[config.mk]
export PLATFORM = sky130hd
export DESIGN_NAME = mw_eeprom_reader
export DESIGN_NICKNAME = d
export VERILOG_FILES = /design/src/rtl/mw_pkg.sv /design/src/rtl/mw_halfper_div.sv /design/src/rtl/mw_frame.sv /design/src/rtl/mw_eeprom_reader.sv
export SDC_FILE = /design/constraint.sdc
export NUM_CORES = 1
export LEC_CHECK = 0
export CORE_UTILIZATION = 45
export DETAILED_ROUTE_END_ITERATION = 8
export GPL_TIMING_DRIVEN = 0
export PLACE_DENSITY = 0.74
export SLEW_MARGIN = 10
export SYNTH_ARGS = -nofsm -noshare
export SYNTH_HDL_FRONTEND = slang
export SYNTH_SLANG_ARGS = --single-unit
[constraint.sdc]
create_clock -name clk -period 2.8 [get_ports clk]
set_clock_uncertainty 0.05 [all_clocks]
set_input_delay 0.42 -clock clk [delete_from_list [all_inputs] [get_ports clk]]
set_output_delay 0.42 -clock clk [all_outputs]
set_load 0.02 [all_outputs]
[src/rtl/mw_pkg.sv]
package mw_pkg;
  typedef enum logic [1:0] {CT_BOOT, CT_RUN, CT_IDLE} ctl_e;
  typedef enum logic [1:0] {JB_PROBE, JB_MAC, JB_HOST} job_e;
  localparam int WORD_W = 16;
  localparam logic [2:0] OP_READ = 3'b110;
endpackage

[src/rtl/mw_halfper_div.sv]
module mw_halfper_div #(
  parameter int DIV_W = 8
) (
  input  logic             clk,
  input  logic             rst_n,
  input  logic             load,
  input  logic             run,
  input  logic [DIV_W-1:0] div_cfg,
  output logic             tick
);
  logic [DIV_W-1:0] len_q;
  logic [DIV_W-1:0] cnt_q;

  assign tick = run && (cnt_q == len_q - 1'b1);

  always_ff @(posedge clk or negedge rst_n) begin
    if (!rst_n) begin
      len_q <= DIV_W'(1);
      cnt_q <= '0;
    end else if (load) begin
      len_q <= (div_cfg == '0) ? DIV_W'(1) : div_cfg;
      cnt_q <= '0;
    end else if (run) begin
      cnt_q <= tick ? '0 : cnt_q + 1'b1;
    end
  end
endmodule

[src/rtl/mw_frame.sv]
module mw_frame
  import mw_pkg::*;
#(
  parameter int ADDR_W   = 8,
  parameter int SHORT_AW = 6
) (
  input  logic              clk,
  input  logic              rst_n,
  input  logic              start,
  input  logic              wide_i,
  input  logic [ADDR_W-1:0] addr_i,
  input  logic              tick,
  input  logic              ee_do,
  output logic              ee_cs,
  output logic              ee_sk,
  output logic              ee_di,
  output logic              busy,
  output logic              done,
  output logic [WORD_W-1:0] word
);
  localparam int CMD_W  = 3 + ADDR_W;
  localparam int NC_L   = 3 + ADDR_W;
  localparam int NC_S   = 3 + SHORT_AW;
  localparam int LAST_L = 2 * NC_L + 2 + 2 * WORD_W;
  localparam int HW     = $clog2(LAST_L + 1);

  logic              busy_q, done_q, wide_q;
  logic [HW-1:0]     h_q;
  logic [CMD_W-1:0]  cmd_q, cmd_load;
  logic [WORD_W-1:0] sh_q;
  logic [HW-1:0]     nc2, dat0_h, last_h, dk;
  logic              in_cmd, in_data;

  // short addressing: address left-aligned, padding never leaves the register
  generate
    if (ADDR_W > SHORT_AW) begin : g_pad
      assign cmd_load = wide_i ? {OP_READ, addr_i}
                               : {OP_READ, addr_i[SHORT_AW-1:0], {(ADDR_W-SHORT_AW){1'b0}}};
    end else begin : g_same
      assign cmd_load = {OP_READ, addr_i};
    end
  endgenerate

  assign nc2    = wide_q ? HW'(2 * NC_L) : HW'(2 * NC_S);
  assign dat0_h = nc2 + HW'(2);
  assign last_h = dat0_h + HW'(2 * WORD_W);
  assign dk     = h_q - dat0_h;

  always_comb begin
    ee_cs   = 1'b0;
    ee_sk   = 1'b0;
    ee_di   = 1'b0;
    in_cmd  = 1'b0;
    in_data = 1'b0;
    if (busy_q) begin
      if (h_q == '0) begin
        ee_cs = 1'b1;
      end else if (h_q <= nc2) begin
        ee_cs  = 1'b1;
        in_cmd = 1'b1;
        ee_sk  = ~h_q[0];
        ee_di  = cmd_q[CMD_W-1];
      end else if (h_q < last_h) begin
        ee_cs = 1'b1;
        if (h_q >= dat0_h) begin
          in_data = 1'b1;
          ee_sk   = ~dk[0];
        end
      end
    end
  end

  always_ff @(posedge clk or negedge rst_n) begin
    if (!rst_n) begin
      busy_q <= 1'b0;
      done_q <= 1'b0;
      wide_q <= 1'b0;
      h_q    <= '0;
      cmd_q  <= '0;
      sh_q   <= '0;
    end else begin
      done_q <= 1'b0;
      if (start && !busy_q) begin
        busy_q <= 1'b1;
        h_q    <= '0;
        cmd_q  <= cmd_load;
        wide_q <= wide_i;
      end else if (busy_q && tick) begin
        if (h_q == last_h) begin
          busy_q <= 1'b0;
          done_q <= 1'b1;
        end else begin
          h_q <= h_q + 1'b1;
        end
        if (in_cmd && ee_sk) cmd_q <= cmd_q << 1;
        if (in_data && ee_sk) sh_q <= {sh_q[WORD_W-2:0], ee_do};
      end
    end
  end

  assign busy = busy_q;
  assign done = done_q;
  assign word = sh_q;
endmodule

[src/rtl/mw_eeprom_reader.sv]
module mw_eeprom_reader
  import mw_pkg::*;
#(
  parameter int              DIV_W     = 8,
  parameter int              ADDR_W    = 8,
  parameter int              SHORT_AW  = 6,
  parameter logic [15:0]     WIDE_SIG  = 16'h8129,
  parameter int              MAC_BASE  = 7,
  parameter int              MAC_WORDS = 3
) (
  input  logic                    clk,
  input  logic                    rst_n,
  input  logic [DIV_W-1:0]        div_cfg,
  input  logic                    req_valid,
  output logic                    req_ready,
  input  logic [ADDR_W-1:0]       req_addr,
  output logic                    rsp_valid,
  output logic [15:0]             rsp_data,
  output logic                    addr_wide,
  output logic [16*MAC_WORDS-1:0] mac_addr,
  output logic                    mac_valid,
  output logic                    ee_cs,
  output logic                    ee_sk,
  output logic                    ee_di,
  input  logic                    ee_do
);
  localparam int MAC_W = WORD_W * MAC_WORDS;
  localparam int MIW   = (MAC_WORDS > 1) ? $clog2(MAC_WORDS) : 1;
  localparam logic [MIW-1:0] MIDX_LAST = MIW'(MAC_WORDS - 1);

  ctl_e              ctl_q;
  job_e              job_q;
  logic [MIW-1:0]    midx_q;
  logic              wide_q, macv_q;
  logic [MAC_W-1:0]  mac_q;

  logic              start, st_wide, tick, busy, done, sig_hit;
  logic [ADDR_W-1:0] st_addr;
  logic [WORD_W-1:0] word;

  mw_halfper_div #(.DIV_W(DIV_W)) u_div (
    .clk(clk), .rst_n(rst_n), .load(start && !busy), .run(busy),
    .div_cfg(div_cfg), .tick(tick)
  );

  mw_frame #(.ADDR_W(ADDR_W), .SHORT_AW(SHORT_AW)) u_frame (
    .clk(clk), .rst_n(rst_n), .start(start), .wide_i(st_wide), .addr_i(st_addr),
    .tick(tick), .ee_do(ee_do), .ee_cs(ee_cs), .ee_sk(ee_sk), .ee_di(ee_di),
    .busy(busy), .done(done), .word(word)
  );

  assign sig_hit = (word == WIDE_SIG);

  always_comb begin
    start   = 1'b0;
    st_addr = '0;
    st_wide = wide_q;
    unique case (ctl_q)
      CT_BOOT: begin
        start   = 1'b1;
        st_wide = 1'b1;
      end
      CT_RUN: begin
        if (done && job_q == JB_PROBE) begin
          start   = 1'b1;
          st_addr = ADDR_W'(MAC_BASE);
          st_wide = sig_hit;
        end else if (done && job_q == JB_MAC && midx_q != MIDX_LAST) begin
          start   = 1'b1;
          st_addr = ADDR_W'(MAC_BASE) + ADDR_W'(midx_q) + ADDR_W'(1);
        end
      end
      default: begin
        if (req_valid && !busy) begin
          start   = 1'b1;
          st_addr = req_addr;
        end
      end
    endcase
  end

  always_ff @(posedge clk or negedge rst_n) begin
    if (!rst_n) begin
      ctl_q  <= CT_BOOT;
      job_q  <= JB_PROBE;
      midx_q <= '0;
      wide_q <= 1'b0;
      macv_q <= 1'b0;
      mac_q  <= '0;
    end else begin
      unique case (ctl_q)
        CT_BOOT: begin
          ctl_q <= CT_RUN;
          job_q <= JB_PROBE;
        end
        CT_RUN: begin
          if (done && job_q == JB_PROBE) begin
            wide_q <= sig_hit;
            job_q  <= JB_MAC;
            midx_q <= '0;
          end else if (done && job_q == JB_MAC) begin
            mac_q <= {mac_q[MAC_W-WORD_W-1:0], word[7:0], word[15:8]};
            if (midx_q == MIDX_LAST) begin
              ctl_q  <= CT_IDLE;
              macv_q <= 1'b1;
            end else begin
              midx_q <= midx_q + 1'b1;
            end
          end
        end
        default: begin
          if (start) job_q <= JB_HOST;
        end
      endcase
    end
  end

  assign req_ready = (ctl_q == CT_IDLE) && !busy;
  assign rsp_valid = done && (job_q == JB_HOST);
  assign rsp_data  = word;
  assign addr_wide = wide_q;
  assign mac_addr  = mac_q;
  assign mac_valid = macv_q;
endmodule

==> qor.txt <==
Core area - 10840 um2
Die area - 11570 um2
Via Count - 4137
CP max FO - 6
Async set or reset register ratio after synthesis - 100.0%
Crit start category - flip-flop
Hpwl dp - 8494 um
Pin count of the biggest net entering global routing - 59
Syn nets - 548
Final Hold Viols - 0
Normalized max-slew margin - 63.07%
Area grow syn2layout - 34.04%
Worst path most repeated cell - buf_6
EDFF count, synth - 0
DRT iter0 DRCs - 295
Port bufs - 90
Clk_lat worst skew - 0.37 ns
Final setup viols - 17
Max IR drop VDD - 0.2211 mV
CP Capture Type - flip-flop
Layout cells sized above 1 - 12.56%
Mapped Cells - 520
Worst Max-Slew Pin Slew - 0.5539 ns
Die height - 107.6 um
Pre-antenna DRT Iters - 5
Fin crit share - 102.9%
Worst EP arrival - 3.10 ns
CP top delay family - compound AO/OA/AOI/OAI gates
PD cells - 490.8 nW/um2
Leak pwr - 3.197 nW
IO Count - 91
Slowest stage delay, CP - 0.56 ns
Finished Cell Area - 6720 um2
CTS tree - built
DIE WIDTH - 107.6 um
Synthesized area - 5014 um2
Syn_area_per_cell - 9.641 um2
H-tree levels - 3
FP Rows - 38
Hold Worst Slack - 0.4288 ns
# DRC - 0
Ys Warns - 0
Max-slew violations - 0
Antenna-violating nets left - 0
Fmax achieved - 347.1 MHz
Register area share after synthesis - 53.93%
Via density - 5.270
Tightest Hold Check Type - flip-flop to flip-flop
Routed wire per std cell - 15.38 um
WS Path Type - flip-flop to flip-flop
Vias in the first global route - 4036
Netlist cell types - 54
Root buffer cell - clkbuf_8
Post-route minimum period - 2.881 ns
Congestion Overflow GR - 0
Commonest non-fill, non-tap cell in the layout - nand2_1
Synthesized flop and latch total - 108
Crit path max-delay cell type - dfstp_2
Placed inst area - 6168 um2
CTS Buf Count - 9
Post-synth top flop - dfrtp_1
Worst path bufs/invs - 4
GRT Total Usage - 21.70%
Sink Count - 108
First-pass GRT wire length - 19710 um
Gp weighted congestion - 0.8679
Initial antenna violation count - 0
Critical path cell sequence - inv_2 -> ha_4 -> o21bai_4 -> a2111oi_4 -> a311oi_2 -> a2111o_1 -> buf_6 -> nor4_4 -> buf_6 -> buf_8 -> mux2_4
Fin nets - 668
Outcome - finished, violations left
Drt total wl - 12070 um
Starting Density - 46.25%
RSZ-0062 raised after global routing - true
Final WS setup - -0.08086 ns
Clk pin slew, worst setup/hold paths - 0.11 ns
Commonest cells after routing, fill and taps aside - nand2_1, dfrtp_1, clkdlybuf4s50_1
WP data required - 3.01 ns
N_diodes - 0
Failing checks - setup timing
Clk buf depth - 2
Max-cap violations - 0
==> metrics by stage <==
step / setup WS (ns) / utilization (%) / total power [mW] / instances / setup TNS [ns]
3_3_place_gp: -2.683 / 56.64 / 2.222 / 750 / -300.46
6_report: -0.08086 / 61.99 / 3.298 / 785 / -1.097
4_1_cts: -0.08230 / 60.54 / 3.255 / 777 / -1.248
2_1_floorplan: -0.2872 / - / 2.065 / 520 / -3.807
3_5_place_dp: -0.6485 / 56.90 / 2.252 / 751 / -14.97
5_1_grt: -0.1691 / 61.99 / 3.465 / 785 / -3.009
==> cells by family (layout without fill, tap and decap cells) <==
kind of cell / Yosys count / after routing / synth area share, %
AOI/OAI and AO/OA: 65 / 65 / 8.685
xor gates and xnor gates: 13 / 13 / 2.271
adders and majority gates: 8 / 8 / 1.997
buffers and inverters: 33 / 158 / 2.795
DFF: 108 / 108 / 53.93
muxes: 32 / 32 / 6.838
and+or+nand+nor: 261 / 261 / 23.48
==> layout make-up <==
type                       count  area, um2
clock buffer                  10      127.6
clock inverter                 6      81.33
fill                         917       4120
buffer                        23      113.9
sequential                   108       2708
tap                          140      175.2
timing repair buffer         110       1130
multi-input combinational    379       2351
inverter                       9      33.78
==> power breakdown <==
| group | switching (mW) | internal, mW | total, mW | leakage (nW) |
|---|---|---|---|---|
| combinational | 0.301 | 0.250 | 0.552 | 1.65 |
| clock | 0.562 | 0.434 | 0.995 | 0.105 |
| sequential | 0.106 | 1.65 | 1.75 | 1.44 |
==> flip-flops by register name, indices dropped and copies added, names as in the netlist <==
| name | count |
|---|---|
| mac_addr | 48 |
| u_frame.word | 16 |
| u_frame.cmd_q | 11 |
| u_div.cnt_q | 8 |
| u_div.len_q | 8 |
| u_frame.h_q | 6 |
| ctl_q | 2 |
| job_q | 2 |
| midx_q | 2 |
| addr_wide | 1 |
| mac_valid | 1 |
| u_frame.busy | 1 |
| u_frame.done | 1 |
| u_frame.wide_q | 1 |
==> timing repair <==
item                                    CTS  global route
hold buffers                              1             0
cloned                                    1             1
hold endpoints to repair                 50             0
buffers inserted                          9             9
pin swaps                                 8            13
endpoints found under the setup margin   42            32
resized for setup                        27            20
==> final timing paths <==
kind                           startpoint              end  slack, ns  cells past startpoint
setup reg to reg           u_div.len_q[0]  u_frame.word[1]      -0.08                     11
hold reg to reg                 mac_valid        mac_valid       0.43                      1
min in group asynchronous           rst_n     mac_addr[40]       0.50                      2
max in group asynchronous           rst_n   u_div.len_q[0]       1.50                      3
setup / recovery           u_div.len_q[0]  u_frame.word[1]      -0.08                     11
hold / removal                  mac_valid        mac_valid       0.43                      1
==> cell usage after synthesis (4+ instances only) <==
library cell	number	area share [%]
inv_1	9	0.67
ha_1	8	2.0
nand2_1	185	14
mux2i_1	14	2.8
o21ai_0	16	1.6
xor2_1	10	1.7
a21oi_1	14	1.4
o21bai_1	4	0.60
nand4_1	9	1.1
a211oi_1	5	0.75
nor2_1	16	1.2
clkbuf_1	21	1.6
nand3_1	4	0.40
nor2b_1	7	0.87
mux2_2	13	2.9
nand2b_1	6	0.75
mux2_1	5	1.1
nor3_1	5	0.50
or3_1	5	0.62
dfrtp_1	107	53
==> routing by layer <==
layer  share of wire [%]  GRT usage (%)
met4                 1.1          6.751
met3                 3.5          3.692
met2                  49          34.02
met1                  47          30.73
met5                   0              0
No activity file was read; power rests on OpenSTA's default activity.
